[config.mk]
export PLATFORM = sky130hd
export DESIGN_NAME = wb_assoc_cache
export DESIGN_NICKNAME = d
export VERILOG_FILES = /design/src/rtl/cache_pkg.sv /design/src/rtl/cache_dp.sv /design/src/rtl/cache_ctrl.sv /design/src/rtl/wb_assoc_cache.sv
export SDC_FILE = /design/constraint.sdc
export NUM_CORES = 2
export LEC_CHECK = 0
export CAP_MARGIN = 20
export CORE_MARGIN = 2
export CORE_UTILIZATION = 59
export DETAILED_ROUTE_END_ITERATION = 10
export PLACE_DENSITY_LB_ADDON = 0.2
export SLEW_MARGIN = 5
export SYNTH_ARGS = -nofsm -noshare
export SYNTH_HDL_FRONTEND = slang
export SYNTH_SLANG_ARGS = --single-unit
[constraint.sdc]
create_clock -name clk -period 6.3 [get_ports clk]
set_clock_uncertainty 0.2 [all_clocks]
set_input_delay 1.575 -clock clk [delete_from_list [all_inputs] [get_ports clk]]
set_output_delay 1.575 -clock clk [all_outputs]
set_load 0.01 [all_outputs]
[src/rtl/cache_pkg.sv]
package cache_pkg;
  parameter int ADDR_W = 12;
  parameter int OFF_W  = 5;
  parameter int IDX_W  = 2;
  parameter int WORD_W = 64;
  localparam int TAG_W   = ADDR_W - OFF_W - IDX_W;
  localparam int SETS    = 1 << IDX_W;
  localparam int BLOCK_W = (1 << OFF_W) * 8;
  localparam int WORDS   = BLOCK_W / WORD_W;
  localparam int WSEL_W  = $clog2(WORDS);
  localparam int BYTE_W  = $clog2(WORD_W / 8);

  typedef enum logic [2:0] {IDLE, LOOKUP, WRITEBACK, FILL, RESPOND} state_t;

  typedef struct packed {
    logic capture;    // latch incoming request
    logic hitAccess;  // lookup hit: touch recency, merge store
    logic wbPhase;    // memory address points at victim
    logic fill;       // install fetched block
  } strobe_t;
endpackage

[src/rtl/cache_dp.sv]
module cache_dp
  import cache_pkg::*;
(
  input  logic                clk,
  input  logic                rstN,
  input  strobe_t             strobe,
  input  logic                reqWrite,
  input  logic [ADDR_W-1:0]   reqAddr,
  input  logic [WORD_W-1:0]   reqWData,
  input  logic [BLOCK_W-1:0]  memRData,
  output logic                hit,
  output logic                victimDirty,
  output logic [ADDR_W-1:0]   memAddr,
  output logic [BLOCK_W-1:0]  memWData,
  output logic [WORD_W-1:0]   rdWord
);
  localparam int NWAY = 2;

  logic                aWrite;
  logic [ADDR_W-1:0]   aAddr;
  logic [WORD_W-1:0]   aData;

  logic [NWAY-1:0]     validArr [SETS];
  logic [NWAY-1:0]     dirtyArr [SETS];
  logic                lruArr   [SETS];
  logic [TAG_W-1:0]    tagArr   [SETS][NWAY];
  logic [BLOCK_W-1:0]  dataArr  [SETS][NWAY];

  logic [TAG_W-1:0]    aTag;
  logic [IDX_W-1:0]    aIdx;
  logic [WSEL_W-1:0]   aWsel;
  logic [NWAY-1:0]     wayHit;
  logic                hitWay;
  logic                victim;
  logic [BLOCK_W-1:0]  fillBlk;

  assign aTag  = aAddr[ADDR_W-1 -: TAG_W];
  assign aIdx  = aAddr[OFF_W +: IDX_W];
  assign aWsel = aAddr[BYTE_W +: WSEL_W];

  for (genvar w = 0; w < NWAY; w++) begin : g_cmp
    assign wayHit[w] = validArr[aIdx][w] && (tagArr[aIdx][w] == aTag);
  end

  assign hit    = |wayHit;
  assign hitWay = wayHit[1];

  always_comb begin
    if (!validArr[aIdx][0])      victim = 1'b0;
    else if (!validArr[aIdx][1]) victim = 1'b1;
    else                         victim = lruArr[aIdx];
  end

  assign victimDirty = validArr[aIdx][victim] && dirtyArr[aIdx][victim];
  assign memWData    = dataArr[aIdx][victim];
  assign memAddr     = strobe.wbPhase ? {tagArr[aIdx][victim], aIdx, {OFF_W{1'b0}}}
                                      : {aTag, aIdx, {OFF_W{1'b0}}};
  assign rdWord      = dataArr[aIdx][hitWay][aWsel*WORD_W +: WORD_W];

  always_comb begin
    fillBlk = memRData;
    if (aWrite) fillBlk[aWsel*WORD_W +: WORD_W] = aData;
  end

  always_ff @(posedge clk) begin
    if (strobe.capture) begin
      aWrite <= reqWrite;
      aAddr  <= reqAddr;
      aData  <= reqWData;
    end
  end

  always_ff @(posedge clk) begin
    if (!rstN) begin
      for (int s = 0; s < SETS; s++) begin
        validArr[s] <= '0;
        dirtyArr[s] <= '0;
        lruArr[s]   <= 1'b0;
      end
    end else if (strobe.hitAccess) begin
      lruArr[aIdx] <= ~hitWay;
      if (aWrite) dirtyArr[aIdx][hitWay] <= 1'b1;
    end else if (strobe.fill) begin
      lruArr[aIdx]           <= ~victim;
      validArr[aIdx][victim] <= 1'b1;
      dirtyArr[aIdx][victim] <= aWrite;
    end
  end

  always_ff @(posedge clk) begin
    if (strobe.hitAccess && aWrite) begin
      dataArr[aIdx][hitWay][aWsel*WORD_W +: WORD_W] <= aData;
    end else if (strobe.fill) begin
      dataArr[aIdx][victim] <= fillBlk;
      tagArr[aIdx][victim]  <= aTag;
    end
  end


  hit_dirty_chk: assert property (@(posedge clk) disable iff (!rstN)
    (strobe.hitAccess && aWrite) |=> (hit && dirtyArr[aIdx][hitWay]));


  fill_dirty_chk: assert property (@(posedge clk) disable iff (!rstN)
    strobe.fill |=> (hit && (dirtyArr[aIdx][hitWay] == aWrite)));


  wb_dirty_chk: assert property (@(posedge clk) disable iff (!rstN)
    strobe.wbPhase |-> victimDirty);
endmodule

[src/rtl/cache_ctrl.sv]
module cache_ctrl
  import cache_pkg::*;
(
  input  logic    clk,
  input  logic    rstN,
  input  logic    reqValid,
  input  logic    hit,
  input  logic    victimDirty,
  input  logic    memReqReady,
  output strobe_t strobe,
  output logic    reqReady,
  output logic    rspValid,
  output logic    memReqValid,
  output logic    memReqWrite
);
  state_t state, stateNext;

  always_ff @(posedge clk) begin
    if (!rstN) state <= IDLE;
    else       state <= stateNext;
  end

  always_comb begin
    stateNext   = state;
    strobe      = '0;
    reqReady    = 1'b0;
    rspValid    = 1'b0;
    memReqValid = 1'b0;
    memReqWrite = 1'b0;
    case (state)
      IDLE: begin
        reqReady       = 1'b1;
        strobe.capture = reqValid;
        if (reqValid) stateNext = LOOKUP;
      end
      LOOKUP: begin
        if (hit) begin
          strobe.hitAccess = 1'b1;
          stateNext        = RESPOND;
        end else if (victimDirty) begin
          stateNext = WRITEBACK;
        end else begin
          stateNext = FILL;
        end
      end
      WRITEBACK: begin
        strobe.wbPhase = 1'b1;
        memReqValid    = 1'b1;
        memReqWrite    = 1'b1;
        if (memReqReady) stateNext = FILL;
      end
      FILL: begin
        memReqValid = 1'b1;
        if (memReqReady) begin
          strobe.fill = 1'b1;
          stateNext   = RESPOND;
        end
      end
      RESPOND: begin
        rspValid  = 1'b1;
        stateNext = IDLE;
      end
      default: stateNext = IDLE;
    endcase
  end


  wb_then_fill_chk: assert property (@(posedge clk) disable iff (!rstN)
    (memReqValid && memReqWrite && memReqReady) |=> (memReqValid && !memReqWrite));


  hit_no_mem_chk: assert property (@(posedge clk) disable iff (!rstN)
    (state == LOOKUP && hit) |=> (rspValid && !memReqValid));


  rsp_release_chk: assert property (@(posedge clk) disable iff (!rstN)
    rspValid |=> (reqReady && !rspValid));
endmodule

[src/rtl/wb_assoc_cache.sv]
module wb_assoc_cache
  import cache_pkg::*;
(
  input  logic                clk,
  input  logic                rstN,
  input  logic                reqValid,
  input  logic                reqWrite,
  input  logic [ADDR_W-1:0]   reqAddr,
  input  logic [WORD_W-1:0]   reqWData,
  output logic                reqReady,
  output logic                rspValid,
  output logic [WORD_W-1:0]   rspRData,
  output logic                memReqValid,
  output logic                memReqWrite,
  output logic [ADDR_W-1:0]   memAddr,
  output logic [BLOCK_W-1:0]  memWData,
  input  logic                memReqReady,
  input  logic [BLOCK_W-1:0]  memRData
);
  strobe_t strobe;
  logic    hit;
  logic    victimDirty;

  cache_ctrl ctrl_i (
    .clk(clk), .rstN(rstN), .reqValid(reqValid), .hit(hit),
    .victimDirty(victimDirty), .memReqReady(memReqReady), .strobe(strobe),
    .reqReady(reqReady), .rspValid(rspValid), .memReqValid(memReqValid),
    .memReqWrite(memReqWrite)
  );

  cache_dp dp_i (
    .clk(clk), .rstN(rstN), .strobe(strobe), .reqWrite(reqWrite),
    .reqAddr(reqAddr), .reqWData(reqWData), .memRData(memRData), .hit(hit),
    .victimDirty(victimDirty), .memAddr(memAddr), .memWData(memWData),
    .rdWord(rspRData)
  );
endmodule

==> reports/metrics.yaml <==
status:
  outcome: "completed"
cts:
  cts_buffer_depth: 3
  worst_skew_pair.late_latency_ps: 850
  hold_buffers: 0
  ctsRootBufferMaster: "clkbuf_16"
  clock-sinks: 2187
  cts.htree.levels: 4
  cts-buffers-inserted: 213
  clkSlewWorstSetupHoldPaths_ps: 60
  cts_tree: "yes"
sta:
  worst_slew_pin_slew_ps: 1270
  drv_slew: 0
  fmax_ghz: 0.160
  fin_crit_sh_pct: 99.4
  rsz0062_at_grt: "true"
  fin_crit_ps: 6260
  relSlewSlack_pct: 15.5
  hold_viol: 0
  setup_viol: 0
  setup_ws_ps: 38.9
worst_setup_path:
  path_class: "reg2out"
  r2r-end: "dp_i.dataArr[2][89]"
  worstSetupEndpointType: "primary output"
  r2r_slack_ps: 1430
  cp.arrival_ps: 4490
  worst-path-max-fanout: 24
  path_cells: "buf_6 > mux4_2 > xnor2_1 > nand4_1 > or2_4 > buf_12 > buf_16 > mux2i_1 > a32oi_2 > o21a_1 > clkdlybuf4s50_1"
  cpPeakStageDelay_ps: 570
  required_ps: 4530
  startpoint_type: "flop"
  worst_path_max_delay_cell: "clkdlybuf4s50_1"
  worst-r2r-cell-count: 12
synth:
  synth-seq-cells: 2187
  synthMuxAreaShare_pct: 18.3
  synth_top_family_by_area: "multiplexers"
  synthesis.area_um2: 92000
  async_reset_ff_share_pct: 0
  synth_cells: 5189
  seq_area_frac_synth_pct: 71.3
  ys.flop_type: "edfxtp_1"
  synth-compound-area-share_pct: 4.31
  synthSimpleGateAreaFrac_pct: 4.18
  synth_xor_area_share_pct: 0.0952
  synth.avg_cell_area_um2: 17.7
  yosys_warnings: 0
  synth_edf_count: 2179
  synthAdderAreaFrac_pct: 0.0680
  synthDistinctLibCells: 39
hold_path:
  hold_start: "dp_i.lruArr[0]"
  holdPathStages: 2
  hp-class: "reg2reg"
  whs_endpoint: "dp_i.lruArr[0]"
global_route:
  grt_pass1_wl_um: 383000
  grt_pass1_vias: 53100
  track_usage_pct: 34.6
  overflow: 0
  grt_start_max_net_pins: 136
  antenna_found_initial: 43
floorplan:
  fp.dieW_um: 399
  rows: 144
  die_y_um: 399
  num_io_pins: 673
  core-area_um2: 154000
  die-area_um2: 159000
  start_util_pct: 59.6
route:
  wl_um: 276000
  viasPerCell: 6.75
  drt_iter0_markers: 7715
  wl_per_cell_um: 34.0
  drtAntennaViolNets: 0
  vias: 54800
  dr.pass1.iters: 6
  route.detailed.drc: 0
power_and_ir_drop:
  leakagePower_nw: 35.3
  power_density_nw_per_um2: 321
  ir_drop_uv: 285
  p_total_w: 0.0350
place:
  dpl.hpwl_um: 173000
  gp_congestion: 0.866
  io_buffers: 664
  place_ws_ps: 600
cells_and_area:
  syn_to_final_growth_pct: 18.7
  final_common_cell: "edfxtp_1"
  fin_nets: 6232
  final_cell_mix: "2,179 x edfxtp_1, 914 x nand2_1, 654 x clkdlybuf4s50_1, 591 x mux4_2, 531 x o21ai_0"
  drive_above_1_share_pct: 22.8
run:
  maxCapViolations: 0
synth_stat cells, types with 6 or more instances:
cell / instances / area, um^2
a21oi_1: 11 / 55.1
a31oi_1: 13 / 81.3
a32oi_1: 65 / 569
buf_1: 37 / 139
buf_2: 73 / 365
buf_4: 8 / 60.1
clkbuf_1: 237 / 890
dfxtp_1: 8 / 160
edfxtp_1: 2179 / 65400
inv_1: 6 / 22.5
mux2_2: 259 / 2920
mux2i_1: 65 / 651
mux4_2: 591 / 13300
nand2_1: 914 / 3430
nand2b_1: 7 / 43.8
nor2_1: 62 / 233
nor3_1: 6 / 30.0
o21a_1: 66 / 495
o21ai_0: 531 / 2660
xnor2_1: 10 / 87.6
layout make-up:
type                            instances  area (um^2)
Sequential cell                      2187        65600
Clock buffer                          270         5670
Timing Repair Buffer                  843         9020
Antenna cell                           21         52.6
Tap cell                             2044         2560
Multi-Input combinational cell       2639        25300
Clock inverter                        114          962
Fill cell                            9410        45200
Inverter                                6         23.8
stage by stage:
| step | util (%) | cells | hold slack (ps) | setup TNS (ps) | instance area, um^2 |
|---|---|---|---|---|---|
| floorplan | - | 5193 | 270 | 0 | 92000 |
| global placement | 66.1 | 7698 | 284 | 0 | 102000 |
| detailed placement | 66.1 | 7699 | 299 | 0 | 102000 |
| CTS | 70.5 | 8093 | 314 | 0 | 109000 |
| global route | 70.7 | 8119 | 347 | -73.4 | 109000 |
| finish | 70.7 | 8124 | 312 | 0 | 109000 |
worst max-delay path, delay by kind of cell (launching register included):
family	cells	cell delay, ps
AO/OA/AOI/OAI	2	640
flip-flops	1	400
buffers and inverters	4	1080
multiplexers	2	780
XOR/XNOR	1	180
AND/OR/NAND/NOR	2	510
worst max path at each step:
stage                     slack (ps)  depth (start not counted)            endpoint
final                             40                         11        rspRData[33]
after global routing             -50                         12        rspRData[59]
after CTS                          3                          6        rspRData[19]
after detailed placement         600                          9         rspRData[9]
after global placement           590                          9         rspRData[9]
after floorplan                  600                         12  dp_i.dataArr[0][0]
report_power, final:
part,switching [W],internal (W)
clock network,0.00534,0.00690
registers,0.000231,0.0163
logic,0.00338,0.00292
repair_timing:
item | CTS | global route
gates cloned | 0 | 3
setup buffers | 10 | 5
endpoints found under the setup margin | 63 | 47
pin swaps | 3 | 2
gates resized for setup | 13 | 28
metal layers:
layer,global-route usage (%),share of wire (%),vias to the layer above
met4,13.8,4.2,28
met5,0,0.062,-
met3,11.7,15,572
met1,47.8,35,28100
li1,-,-,22200
met2,51.3,45,3960
state kept, by name, indices dropped and copies added, names as in the netlist, named ones only:
register and count:
dp_i.dataArr 2048, dp_i.aData 64, dp_i.tagArr 40, dp_i.aAddr 9
dp_i.dirtyArr 8, dp_i.validArr 8, dp_i.lruArr 4, ctrl_i.state 3
dp_i.aWrite 1
cell families after synthesis:
group	count (synthesis)
adders and majority gates	5
AOI/OAI and AO/OA	700
and+or+nand+nor	1004
other	1
muxes	915
xor gates and xnor gates	10
DFF	2187
buffers and inverters	367
No activity file was read; power rests on OpenSTA's default activity.
